--- config.mk ---
export PLATFORM = sky130hd
export DESIGN_NAME = cfg_shadow_guard
export DESIGN_NICKNAME = d
export VERILOG_FILES = /design/src/rtl/cfg_shadow_pkg.sv /design/src/rtl/cfg_reg_bank.sv /design/src/rtl/cfg_mismatch_detect.sv /design/src/rtl/cfg_shadow_guard.sv
export SDC_FILE = /design/constraint.sdc
export NUM_CORES = 1
export LEC_CHECK = 0
export BUFFER_PORTS_ARGS = -buffer_cell sky130_fd_sc_hd__buf_2
export CAP_MARGIN = 20
export CORE_MARGIN = 2
export CORE_UTILIZATION = 49
export DETAILED_ROUTE_END_ITERATION = 10
export PLACE_DENSITY_LB_ADDON = 0.3
export SKIP_CTS_REPAIR_TIMING = 1
export SYNTH_ARGS = -nofsm -noshare
export SYNTH_HDL_FRONTEND = slang
export SYNTH_SLANG_ARGS = --single-unit
--- constraint.sdc ---
create_clock -name clk -period 1.22 [get_ports clk]
set_input_delay 0.061 -clock clk [delete_from_list [all_inputs] [get_ports clk]]
set_output_delay 0.061 -clock clk [all_outputs]
set_load 0.05 [all_outputs]
--- src/rtl/cfg_shadow_pkg.sv ---
package cfg_shadow_pkg;
  localparam int CAUSE_W      = 16;
  localparam int MISMATCH_BIT = 9;   // decoded by the reset status register
endpackage

--- src/rtl/cfg_reg_bank.sv ---
module cfg_reg_bank #(
  parameter int          N       = 4,
  parameter int          W       = 8,
  parameter int          AW      = 2,
  parameter logic [W-1:0] RST_VAL = '0
) (
  input  logic           clk,
  input  logic           rst,
  input  logic           wr_en,
  input  logic [AW-1:0]  wr_addr,
  input  logic [W-1:0]   wr_data,
  input  logic           flip_en,
  input  logic [AW-1:0]  flip_addr,
  input  logic [W-1:0]   flip_mask,
  output logic [N*W-1:0] q_flat
);
  for (genvar i = 0; i < N; i++) begin : g_reg
    logic [W-1:0] cur_q;
    logic [W-1:0] nxt;

    always_comb begin
      nxt = cur_q;
      if (wr_en && (wr_addr == AW'(i)))
        nxt = wr_data;
      if (flip_en && (flip_addr == AW'(i)))
        nxt = nxt ^ flip_mask;
    end

    always_ff @(posedge clk) begin
      if (rst) cur_q <= RST_VAL;
      else     cur_q <= nxt;
    end

    assign q_flat[i*W +: W] = cur_q;
  end
endmodule

--- src/rtl/cfg_mismatch_detect.sv ---
module cfg_mismatch_detect
  import cfg_shadow_pkg::*;
#(
  parameter int N = 4,
  parameter int W = 8
) (
  input  logic               clk,
  input  logic               rst,
  input  logic [N*W-1:0]     a_flat,
  input  logic [N*W-1:0]     b_flat,
  output logic               req,
  output logic [CAUSE_W-1:0] cause
);
  localparam logic [CAUSE_W-1:0] CAUSE_CODE = CAUSE_W'(1) << MISMATCH_BIT;

  logic [N-1:0] reg_diff;
  logic         diff_any;
  logic         mm_q;

  for (genvar i = 0; i < N; i++) begin : g_cmp
    assign reg_diff[i] = |(a_flat[i*W +: W] ^ b_flat[i*W +: W]);
  end
  assign diff_any = |reg_diff;

  always_ff @(posedge clk) begin
    if (rst) begin
      mm_q  <= 1'b0;
      req   <= 1'b0;
      cause <= '0;
    end else begin
      mm_q  <= diff_any;
      req   <= diff_any & ~mm_q;
      cause <= (diff_any & ~mm_q) ? CAUSE_CODE : '0;
    end
  end
endmodule

--- src/rtl/cfg_shadow_guard.sv ---
module cfg_shadow_guard
  import cfg_shadow_pkg::*;
#(
  parameter int                NUM_REGS = 4,
  parameter int                DATA_W   = 8,
  parameter logic [DATA_W-1:0] RST_VAL  = 8'hA5,
  localparam int               ADDR_W   = (NUM_REGS > 1) ? $clog2(NUM_REGS) : 1
) (
  input  logic                       clk,
  input  logic                       rst,
  input  logic                       wr_en,
  input  logic [ADDR_W-1:0]          wr_addr,
  input  logic [DATA_W-1:0]          wr_data,
  input  logic [ADDR_W-1:0]          rd_addr,
  output logic [DATA_W-1:0]          rd_data,
  input  logic                       inj_en,
  input  logic [ADDR_W-1:0]          inj_addr,
  input  logic [DATA_W-1:0]          inj_mask,
  output logic [NUM_REGS*DATA_W-1:0] map_out,
  output logic                       rst_req,
  output logic [CAUSE_W-1:0]         rst_cause
);
  localparam int RD_SLOTS = 2 ** ADDR_W;

  logic [NUM_REGS*DATA_W-1:0] prim_flat;
  logic [NUM_REGS*DATA_W-1:0] shad_flat;
  logic [DATA_W-1:0]          rd_mux [RD_SLOTS];

  cfg_reg_bank #(.N(NUM_REGS), .W(DATA_W), .AW(ADDR_W), .RST_VAL(RST_VAL)) u_primary (
    .clk       (clk),
    .rst       (rst),
    .wr_en     (wr_en),
    .wr_addr   (wr_addr),
    .wr_data   (wr_data),
    .flip_en   (inj_en),
    .flip_addr (inj_addr),
    .flip_mask (inj_mask),
    .q_flat    (prim_flat)
  );

  cfg_reg_bank #(.N(NUM_REGS), .W(DATA_W), .AW(ADDR_W), .RST_VAL(RST_VAL)) u_shadow (
    .clk       (clk),
    .rst       (rst),
    .wr_en     (wr_en),
    .wr_addr   (wr_addr),
    .wr_data   (wr_data),
    .flip_en   (1'b0),
    .flip_addr ({ADDR_W{1'b0}}),
    .flip_mask ({DATA_W{1'b0}}),
    .q_flat    (shad_flat)
  );

  cfg_mismatch_detect #(.N(NUM_REGS), .W(DATA_W)) u_detect (
    .clk    (clk),
    .rst    (rst),
    .a_flat (prim_flat),
    .b_flat (shad_flat),
    .req    (rst_req),
    .cause  (rst_cause)
  );

  for (genvar s = 0; s < RD_SLOTS; s++) begin : g_rd
    if (s < NUM_REGS) begin : g_live
      assign rd_mux[s] = prim_flat[s*DATA_W +: DATA_W];
    end else begin : g_pad
      assign rd_mux[s] = '0;
    end
  end

  always_ff @(posedge clk) begin
    if (rst) rd_data <= '0;
    else     rd_data <= rd_mux[rd_addr];
  end

  assign map_out = prim_flat;
endmodule

Word level (Yosys, flattened, before mapping)
Cells that the tools add are included.
{"block": "totals", "regBits": 90, "input_bits": 26, "out_inout_bits": 57}
{"block": "op_classes", "magnitude_cmp": 1, "n_eq_ne": 6, "mux": 12, "bitwise": 11, "reduce_logical": 11}
{"op": "two-way mux 8 bit", "count": 10}
{"op": "bitwise XOR 8 bit", "count": 8}
{"op": "OR reduction 32 bit", "count": 1}
{"op": "binary-select mux 8 bit (select 2 bit)", "count": 1}
{"op": "two-way mux 10 bit", "count": 1}
{"op": "equality test 2 bit (second input constant)", "count": 4}
{"op": "logical AND 1 bit", "count": 8}
{"op": "equality test 2 x 1 -> 1 bit (second input constant)", "count": 2}
{"op": "zero test 2 bit", "count": 2}
{"op": "greater-or-equal comparator 3 bit (second input constant)", "count": 1}
{"op": "NOT 2 -> 3 bit", "count": 1}
{"op": "bitwise AND 1 bit", "count": 1}
{"op": "NOT 1 bit", "count": 1}

Logic depth before layout (Yosys ltp)
Gate-level depths: netlist (run 1).
{"block": "depth", "word_depth": 5, "depth_mapped": 7, "ltp_nobuf": 4}

Hierarchy
A second synthesis (run 1) with hierarchy kept.
{"block": "hier_totals", "cells_unflattened": 516, "hier_area_um2": 4907.2}
{"module": "cfg_reg_bank", "instances": 2, "cells_each": 207, "area_each_um2": 1974.4, "seq_area_each_um2": 640.6}
{"module": "cfg_mismatch_detect", "instances": 1, "cells_each": 63, "area_each_um2": 531.8, "seq_area_each_um2": 40.0}
{"module": "cfg_shadow_guard", "instances": 1, "cells_each": 39, "area_each_um2": 426.7, "seq_area_each_um2": 160.2}

Worst setup path before layout (run 1)
Ideal clock, no wire load.
{"block": "synth_path", "path_type": "flip-flop to flip-flop", "from": "register u_primary.g_reg[0].cur_q[5]", "to": "register u_detect.cause[9]", "t_arrival_ps": 1362, "path_slack_ps": -280, "stages_incl_launch_ff": 5, "path_cell_list": "dfxtp_1 xnor2_1 nand4_1 nor4_1 a211oi_1"}
{"block": "synth_between", "elab_chain_cells": 4}
{"element": "from (decl)", "line": "cfg_reg_bank.sv:18", "rtl": "logic [W-1:0] cur_q;"}
{"element": "from (signal assigned)", "line": "cfg_reg_bank.sv:31", "rtl": "else cur_q <= nxt;"}
{"element": "bitwise XOR 8 bit", "line": "cfg_mismatch_detect.sv:21", "rtl": "assign reg_diff[i] = |(a_flat[i*W +: W] ^ b_flat[i*W +: W]);"}
{"element": "OR reduction 32 bit", "line": "cfg_mismatch_detect.sv:23", "rtl": "assign diff_any = |reg_diff;"}
{"element": "bitwise AND 1 bit", "line": "cfg_mismatch_detect.sv:33", "rtl": "cause <= (diff_any & ~mm_q) ? CAUSE_CODE : '0;"}
{"element": "two-way mux 10 bit", "line": "cfg_mismatch_detect.sv:33"}
{"element": "to (signal assigned)", "line": "cfg_mismatch_detect.sv:33"}
{"element": "to (decl)", "line": "cfg_mismatch_detect.sv:12", "rtl": "output logic [CAUSE_W-1:0] cause"}
Every way passes these cells.
A chain may end at the register's enable or synchronous reset.

Worst setup path after layout (run 1)
{"block": "layout_path", "from": "register u_primary.g_reg[3].cur_q[7]", "to": "register u_detect.cause[9]"}
{"block": "layout_between", "elab_chain_cells": 4}
{"element": "from (decl)", "line": "cfg_reg_bank.sv:18"}
{"element": "from (signal assigned)", "line": "cfg_reg_bank.sv:31"}
{"element": "bitwise XOR 8 bit", "line": "cfg_mismatch_detect.sv:21"}
{"element": "OR reduction 32 bit", "line": "cfg_mismatch_detect.sv:23"}
{"element": "bitwise AND 1 bit", "line": "cfg_mismatch_detect.sv:33"}
{"element": "two-way mux 10 bit", "line": "cfg_mismatch_detect.sv:33"}
Every way passes these cells.

==> results of run 1 <==
## report_power, final
group	internal, mW	total, mW	switching [mW]
registers	2.54	2.65	0.105
clock network	0.850	1.74	0.889
logic	0.568	1.50	0.929
## state kept, by name (all words and copies together) (netlist names)
name and count:
rd_data 8, u_detect.cause 1, u_detect.mm_q 1, u_primary.g.cur_q 32, u_shadow.g.cur_q 32
## metal layers
layer	GRT usage (%)	up-vias	wire length (µm)	share of wire [%]
li1	-	1515	-	-
met1	31.74	1534	4332	43
met2	40.62	110	4829	48
met3	3.817	23	556	5.6
met4	11.62	0	249	2.5
met5	0	-	0	0
## cells in the mapped netlist
cell type	n
and3_1	1
mux2i_1	32
nor2_1	17
buf_4	16
buf_8	1
nand2_1	97
and3b_2	1
conb_1	1
nor3b_2	1
dfxtp_1	74
nor4_1	2
nand3b_1	2
buf_1	3
nand2b_1	16
xnor2_1	64
nand4_1	8
a21oi_1	33
buf_6	2
buf_2	6
nand3_2	1
or3b_1	1
and3_2	1
mux4_2	8
nor2b_1	8
and3b_1	2
a211oi_1	1
clkbuf_1	20
nor3b_1	1
## per-stage QoR
step	util, %	setup slack (ns)	cell area (µm²)
final	65.39	-0.03564	4768
after global routing	65.39	-0.1325	4768
after CTS	64.04	-0.08840	4669
after detailed placement	61.63	-0.1028	4494
after global placement	61.63	-0.04236	4494
after floorplan	-	-0.06341	3891
## kinds of logic after synthesis
| kind of cell | after synthesis | share of synthesized area [%] |
|---|---|---|
| AOI/OAI and AO/OA | 34 | 4.631 |
| xor gates and xnor gates | 64 | 15.03 |
| buffers and inverters | 48 | 7.349 |
| DFF | 74 | 39.73 |
| muxes | 40 | 13.42 |
| other | 1 | 0.1006 |
| and+or+nand+nor | 159 | 19.73 |
## final timing paths
check	start	to	slack [ns]	depth (start not counted)
worst max-delay path	u_primary.g_reg[3].cur_q[7]	u_detect.cause[9]	-0.04	5
worst min-delay path	wr_data[2]	u_shadow.g_reg[2].cur_q[2]	0.01	3
worst min register to register	u_detect.mm_q	u_detect.cause[9]	0.40	1
worst max register to register	u_primary.g_reg[3].cur_q[7]	u_detect.cause[9]	-0.04	5
## layout make-up
class,count,area (µm²)
Sequential cell,74,1585
Multi-Input combinational cell,312,2110
Fill cell,629,2524
Tap cell,99,123.9
Clock buffer,14,162.7
Timing Repair Buffer,114,774.5
Clock inverter,2,12.51
## worst max-delay path, cell delays in order (launching register included)
cell and delay, ns:
dfxtp_2 0.34, xnor2_2 0.18, nand4_1 0.14, nor4_2 0.27
buf_4 0.15, a211oi_1 0.05
==> qor.yml, run 1 <==
global_route:
  first_global_vias: 3129
  grt_max_degree: 30
  overflow: 0
  grt_pass1_wl_mm: 15.88
  antenna_found_initial: 0
  grt_use_total_pct: 24.67
finish:
  final_common_cell: "nand2_1"
  drive_gt1_share_pct: 35.66
  area_delta_synth_final_pct: 27.89
  fin_cells: 615
  n_antenna_cell: 0
  mostFrequentLayoutCells: "nand2_1 (97), buf_2 (67), xnor2_1 (59)"
  final_nets: 537
power:
  total_power_mw: 5.884
  vdd_drop_max_v: 0.0006383
  p_leak_nw: 2.064
  powerDensity_nw_per_um2: 1234
timing:
  setup_tns_ns: -0.05666
  whs_ns: 0.01248
  layout_setup_ws_ns: -0.03564
  final-max-slew-violation-count: 0
  finalHoldViolations: 0
  fmax_ghz: 0.7964
  rsz0062_at_grt: "true"
  fin_crit_sh_pct: 102.9
  setup_violations: 2
  final.setup_skew_ns: 0.01118
  fin_crit_ns: 1.256
yosys:
  synth_top_cells_by_area: "dfxtp_1 (40%), xnor2_1 (15%), nand2_1 (9.8%), mux2i_1 (8.6%), mux4_2 (4.8%)"
  synth_cell_type_count: 28
  synth_top_area_share_pct: 39.73
  seq_area_frac_synth_pct: 39.73
  synth_top_cell_by_area: "dfxtp_1"
  ys_warn_count: 0
  ys_ff_latch: 74
  syn_avg_cell_area_um2: 8.878
  netlist_instances: 420
  netlist_area_um2: 3729
route:
  drc: 0
  drtIter0Drc: 226
  avgRoutedWirePerCell_um: 16.21
  drt_first_pass_iters: 4
  vias: 3182
  via_per_inst: 5.174
  ant_nets: 0
  wirelength_mm: 9.968
floorplanning:
  die_w_um: 91.23
  rows: 31
  io_pins: 83
  die_h_um: 91.23
  start_util_pct: 51.13
  design.core.area_um2: 7292
  dieArea_um2: 8323
clock_network:
  worstSkewPairLatency_ns: 0.35
  clock_sinks: 74
  clk_pin_slew_ns: 0.08
  clock_tree.buffer_depth: 2
  cts_root_buffer: "clkbuf_8"
  cts_tree: "built"
  cts_buffers: 9
  cts_max_level: 3
place:
  gp_congestion: 0.8228
  dp.final_hpwl_mm: 7.021
  place_inst: 599
  io_buffers: 67
critical_path:
  worstSetupStartpointType: "flop"
  cp.arrival_ns: 1.48
  end_kind: "flop"
  path_max_fanout: 2
  critPathKind: "reg -> reg"
  required_ns: 1.44
flow_run:
  drv_cap: 0
run_status:
  violations: "negative setup slack"
  outcome: "complete, but fails checks"
hold_path:
  hold_class: "in -> reg"
Power figures use the tool's default switching activity.
==> inputs of run 2 (changes only) <==
--- a/config.mk
+++ b/config.mk
@@ -7,6 +7,7 @@
 export LEC_CHECK = 0
 export BUFFER_PORTS_ARGS = -buffer_cell sky130_fd_sc_hd__buf_2
 export CAP_MARGIN = 20
+export CORE_ASPECT_RATIO = 1.25
 export CORE_MARGIN = 2
 export CORE_UTILIZATION = 49
 export DETAILED_ROUTE_END_ITERATION = 10
==> run 2 against run 1 <==
Against the previous run:
- hold slack worse by 0.011 ns
- design area is 0.45% lower
- the flow still finishes with violations (negative setup slack)
- critical path depth is 1 lower
- sequential power hardly changed
- global-route usage hardly changed
- first-iteration DRC count is 4.0% lower
- utilization is 0.87 points lower
- clock power is 20% higher
- fmax is 3.0% lower
==> qor.yml, run 2 (same netlist as run 1, synthesis figures left out) <==
timing:
  fin_crit_sh_pct: 106.2
  final.setup_skew_ns: 0.006825
  finalHoldViolations: 0
  rsz0062_at_grt: "true"
  final-max-slew-violation-count: 0
  layout_setup_ws_ns: -0.07509
  whs_ns: 0.001293
  fin_crit_ns: 1.295
  setup_violations: 2
  fmax_ghz: 0.7721
critical_path:
  reg2reg_from: "u_primary.g_reg[1].cur_q[0]"
  path_max_fanout: 2
  cp.arrival_ns: 1.53
  critPathKind: "reg -> reg"
  crit_chain: "xnor2_1 -> nand4_1 -> nor4_2 -> a211oi_1"
  rrSetupSlack_ns: -0.08
  crit_family: "simple AND/OR/NAND/NOR gates"
  path_buf_inv: 0
  reg2reg_depth: 4
  slowest_delay_ns: 0.35
  required_ns: 1.45
  cp_slowest_cell: "dfxtp_4"
  end_kind: "flop"
  worstSetupStartpointType: "flop"
  timing.rr.end: "u_detect.cause[9]"
clock_network:
  cts_max_level: 3
  cts_buffers: 9
  cts_root_buffer: "clkbuf_8"
  cts_tree: "built"
  clk_pin_slew_ns: 0.08
  clock_sinks: 74
  clock_tree.buffer_depth: 2
  worstSkewPairLatency_ns: 0.36
power:
  p_sw_share_pct: 31.64
  internal-power_mw: 4.234
  vdd_drop_max_v: 0.0006734
  pwr-share-seq_pct: 42.8
  p_leak_nw: 2.048
  total_power_mw: 6.193
  pwr-share-clk_pct: 33.6
  powerDensity_nw_per_um2: 1305
  switchingPower_mw: 1.959
  comb_power_share_pct: 23.6
route:
  ant_nets: 0
  wirelength_mm: 9.547
  avgRoutedWirePerCell_um: 15.86
  drtIter0Drc: 217
  drt_first_pass_iters: 4
  vias: 3089
  via_per_inst: 5.131
  drc: 0
global_route:
  first_global_vias: 2966
  grt_pass1_wl_mm: 15.10
  overflow: 0
  grt_max_degree: 24
  antenna_found_initial: 0
  grt_use_total_pct: 24.71
finish:
  final_common_cell: "nand2_1"
  drive_gt1_share_pct: 34.51
  top_regs: "u_primary.g.cur_q: 32 flops, u_shadow.g.cur_q: 32 flops, rd_data: 8 flops"
  design_area_um2: 4747
  final_nets: 531
  fill_cells: 610
  area_delta_synth_final_pct: 27.32
  mostFrequentLayoutCells: "nand2_1 (97), buf_2 (67), xnor2_1 (58)"
  n_antenna_cell: 0
  utilization_pct: 64.52
place:
  gp_congestion: 0.8638
  dp.final_hpwl_mm: 6.591
  io_buffers: 67
  place_area_um2: 4458
hold_path:
  hold_class: "in -> reg"
  whs_endpoint: "u_shadow.g_reg[0].cur_q[5]"
  min_from: "wr_data[5]"
  hold-path-cell-count: 3
floorplanning:
  dieArea_um2: 8327
  rows: 35
  start_util_pct: 50.68
  design.core.area_um2: 7357
  die_w_um: 82.02
  io_pins: 83
  die_h_um: 101.5
run_status:
  outcome: "complete, but fails checks"
  violations: "negative setup slack"
flow_run:
  drv_cap: 0
-- run 2: cell types whose count changed in the layout (fill, tap and decap cells not counted), moves of 2 or more --
cell | previous run | this run
nor2b_1 | 5 | 8
clkbuf_8 | 11 | 9
clkbuf_1 | 3 | 0
bufinv_16 | 0 | 2
buf_12 | 6 | 8
dfxtp_2 | 11 | 8
buf_6 | 3 | 0
dfxtp_1 | 39 | 41
nor2b_4 | 3 | 0
xnor2_2 | 4 | 6
buf_4 | 38 | 32
-- run 2: layout make-up --
cell class | instances | area (µm²) | share of cell area [%]
Tap cell | 92 | 115.1 | 2.425
Clock inverter | 7 | 93.84 | 1.977
Timing Repair Buffer | 108 | 745.7 | 15.71
Sequential cell | 74 | 1585 | 33.39
Multi-Input combinational cell | 312 | 2083 | 43.89
Clock buffer | 9 | 123.9 | 2.609
-- run 2: per-layer routing --
metal | GRT usage [%] | routed length (µm)
met5 | 0 | 0
met3 | 4.545 | 551
met4 | 10.13 | 263
met1 | 32.13 | 3976
met2 | 40.21 | 4756
-- run 2: worst max-delay path by stage --
stage,start,to,cells past startpoint
after global placement,u_primary.g_reg[0].cur_q[2],u_detect.cause[9],4
after global routing,u_primary.g_reg[2].cur_q[5],u_detect.cause[9],4
after detailed placement,u_primary.g_reg[0].cur_q[2],u_detect.cause[9],4
after CTS,u_primary.g_reg[0].cur_q[2],u_detect.cause[9],4
after floorplan,wr_addr[1],u_primary.g_reg[0].cur_q[3],7
final,u_primary.g_reg[1].cur_q[0],u_detect.cause[9],4
-- run 2: worst register-to-register path: stages, from the launching register on --
cell and delay [ns]:
dfxtp_4 0.35, xnor2_1 0.20, nand4_1 0.17, nor4_2 0.33
a211oi_1 0.13
-- run 2: power by group through the flow --
| stage | registers, mW | clock network (mW) | logic (mW) |
|---|---|---|---|
| after detailed placement | 2.70 | 0 | 1.42 |
| final | 2.65 | 2.08 | 1.46 |
| after global placement | 2.69 | 0 | 1.41 |
| after floorplan | 3.01 | 0 | 0.734 |
| after CTS | 2.64 | 2.10 | 1.43 |
| after global routing | 2.66 | 2.21 | 1.56 |
-- run 2: per-stage QoR --
step	worst slack (ns)	TNS [ns]	std cells
after CTS	-0.2420	-0.4661	601
after global placement	-0.1652	-0.5167	585
final	-0.07509	-0.1397	602
after global routing	-0.1451	-0.2779	602
after detailed placement	-0.2293	-0.7988	585
after floorplan	-0.06341	-0.1379	434
==> inputs of run 3 (changes only) <==
--- a/config.mk
+++ b/config.mk
@@ -12,6 +12,7 @@
 export CORE_UTILIZATION = 49
 export DETAILED_ROUTE_END_ITERATION = 10
 export PLACE_DENSITY_LB_ADDON = 0.3
+export SETUP_SLACK_MARGIN = 0.3
 export SKIP_CTS_REPAIR_TIMING = 1
 export SYNTH_ARGS = -nofsm -noshare
 export SYNTH_HDL_FRONTEND = slang
==> run 3 against run 2 <==
Against the previous run:
- the run still ends with negative setup slack left
- count of clock-buffer cells in the layout is 4 higher
- critical endpoint unchanged
- register-to-register slack better by 0.03 ns
- utilization is 8.3 points higher
- fmax increased by 2.4%
- clock power down 9%
- via count is 5.1% higher
- hold slack better by 0.013 ns
==> qor.yml, run 3 (same netlist as run 1, synthesis figures left out) <==
finish:
  multi_input_area_um2: 2255
  seqCellArea_um2: 1610
  drive_gt1_share_pct: 39.69
  fill_cells: 506
  area_delta_synth_final_pct: 43.69
  mostFrequentLayoutCells: "nand2_1 (97), xnor2_1 (54), dfxtp_1 (35)"
  top_regs: "u_primary.g.cur_q: 32 flops, u_shadow.g.cur_q: 32 flops, rd_data: 8 flops"
  fin_cells: 601
  final_common_cell: "nand2_1"
  utilization_pct: 72.82
  final_nets: 530
  n_antenna_cell: 0
timing:
  fmax_ghz: 0.7907
  rsz0062_at_grt: "true"
  layout_setup_ws_ns: -0.04466
  fin_crit_ns: 1.265
  fin_crit_sh_pct: 103.7
  final-max-slew-violation-count: 0
  final.setup_skew_ns: 0.009093
  setup_violations: 2
  setup_tns_ns: -0.07991
  finalHoldViolations: 0
clock_network:
  cts_max_level: 3
  clk_pin_slew_ns: 0.08
  cts_tree: "built"
  worstSkewPairLatency_ns: 0.36
  cts_root_buffer: "clkbuf_8"
  cts_buffers: 9
  clock_sinks: 74
  clock_tree.buffer_depth: 2
global_route:
  grt_pass1_wl_mm: 15.04
  antenna_found_initial: 0
  first_global_vias: 2969
  overflow: 0
  grt_max_degree: 41
  grt_use_total_pct: 24.55
power:
  powerDensity_nw_per_um2: 1179
  p_sw_share_pct: 31.77
  switchingPower_mw: 2.007
  comb_power_share_pct: 27.5
  internal-power_mw: 4.311
  pwr-share-seq_pct: 42.5
  p_leak_nw: 2.175
  pwr-share-clk_pct: 30.0
  vdd_drop_max_v: 0.0007063
floorplanning:
  start_util_pct: 50.68
  io_pins: 83
  dieArea_um2: 8327
  design.core.area_um2: 7357
  rows: 35
  die_w_um: 82.02
  die_h_um: 101.5
critical_path:
  path_max_fanout: 4
  cp.arrival_ns: 1.49
  path_buf_inv: 0
  reg2reg_from: "u_primary.g_reg[0].cur_q[4]"
  critPathKind: "reg -> reg"
  cp_slowest_cell: "dfxtp_4"
  cp-startpoint: "u_primary.g_reg[0].cur_q[4]"
  rrSetupSlack_ns: -0.04
  worstSetupStartpointType: "flop"
  end_kind: "flop"
  slowest_delay_ns: 0.37
  crit_family: "simple AND/OR/NAND/NOR gates"
  crit_chain: "xnor2_2 -> nand4_1 -> nor4_2 -> a211oi_1"
  required_ns: 1.45
run_status:
  violations: "negative setup slack"
  outcome: "complete, but fails checks"
place:
  place_inst: 574
  io_buffers: 67
  gp_congestion: 0.8814
  dp.final_hpwl_mm: 6.576
route:
  drt_first_pass_iters: 5
  ant_nets: 0
  avgRoutedWirePerCell_um: 17.55
  via_per_inst: 5.403
  vias: 3247
  drc: 0
  wirelength_mm: 10.55
  drtIter0Drc: 189
hold_path:
  hold_class: "in -> reg"
  min_from: "wr_data[4]"
flow_run:
  drv_cap: 0
==> run 3: cell types whose count changed in the layout (fill, tap and decap cells not counted), sizes merged <==
| cell | before | now |
|---|---|---|
| clkinv | 3 | 2 |
| buf | 107 | 106 |
| clkbuf | 9 | 14 |
| bufinv | 2 | 1 |
| clkinvlp | 2 | 0 |
| dlygate4sd3 | 1 | 0 |
==> run 3: power groups by stage <==
stage | Combinational [mW] | Clock (mW) | Sequential [mW]
finish | 1.74 | 1.90 | 2.69
global route | 1.83 | 2.00 | 2.70
CTS | 1.40 | 1.88 | 2.64
detailed placement | 1.39 | 0 | 2.70
global placement | 1.37 | 0 | 2.69
floorplan | 0.759 | 0 | 3.00
==> run 3: worst min-delay path, cell delays in order <==
cell and delay, ns:
buf_2 0.16, nand2_1 0.07, a21oi_1 0.05
==> run 3: path summary, 6_finish.rpt <==
kind                                                    to  cells after the start
worst max-delay path                     u_detect.cause[9]                      4
worst min-delay path            u_shadow.g_reg[0].cur_q[4]                      3
worst max register to register           u_detect.cause[9]                      4
worst min register to register           u_detect.cause[9]                      1
==> run 3: stage by stage <==
| stage | power [mW] | hold slack [ns] | setup slack (ns) | instance area, µm² |
|---|---|---|---|---|
| CTS | 5.924 | 0.002095 | -0.07490 | 4586 |
| floorplan | 3.764 | 0.2490 | -0.06017 | 3960 |
| detailed placement | 4.090 | 0.3696 | -0.07778 | 4397 |
| global placement | 4.061 | 0.3661 | -0.03693 | 4397 |
| finish | 6.318 | 0.01405 | -0.04466 | 5358 |
| global route | 6.530 | 0.03439 | -0.1272 | 5358 |
==> run 3: area by class of cell <==
class | instances | area share, %
timing repair buffer | 107 | 22.19
clock buffer | 13 | 2.779
sequential | 74 | 30.06
tap | 92 | 2.149
clock inverter | 3 | 0.7473
multi-input combinational | 312 | 42.08
==> run 3: routing by layer <==
| metal | share of wire [%] | up-vias | track usage [%] |
|---|---|---|---|
| li1 | - | 1506 | - |
| met1 | 38 | 1562 | 30.73 |
| met2 | 53 | 145 | 40.84 |
| met3 | 5.8 | 34 | 4.902 |
| met4 | 3.6 | 0 | 10.38 |
| met5 | 0 | - | 0 |
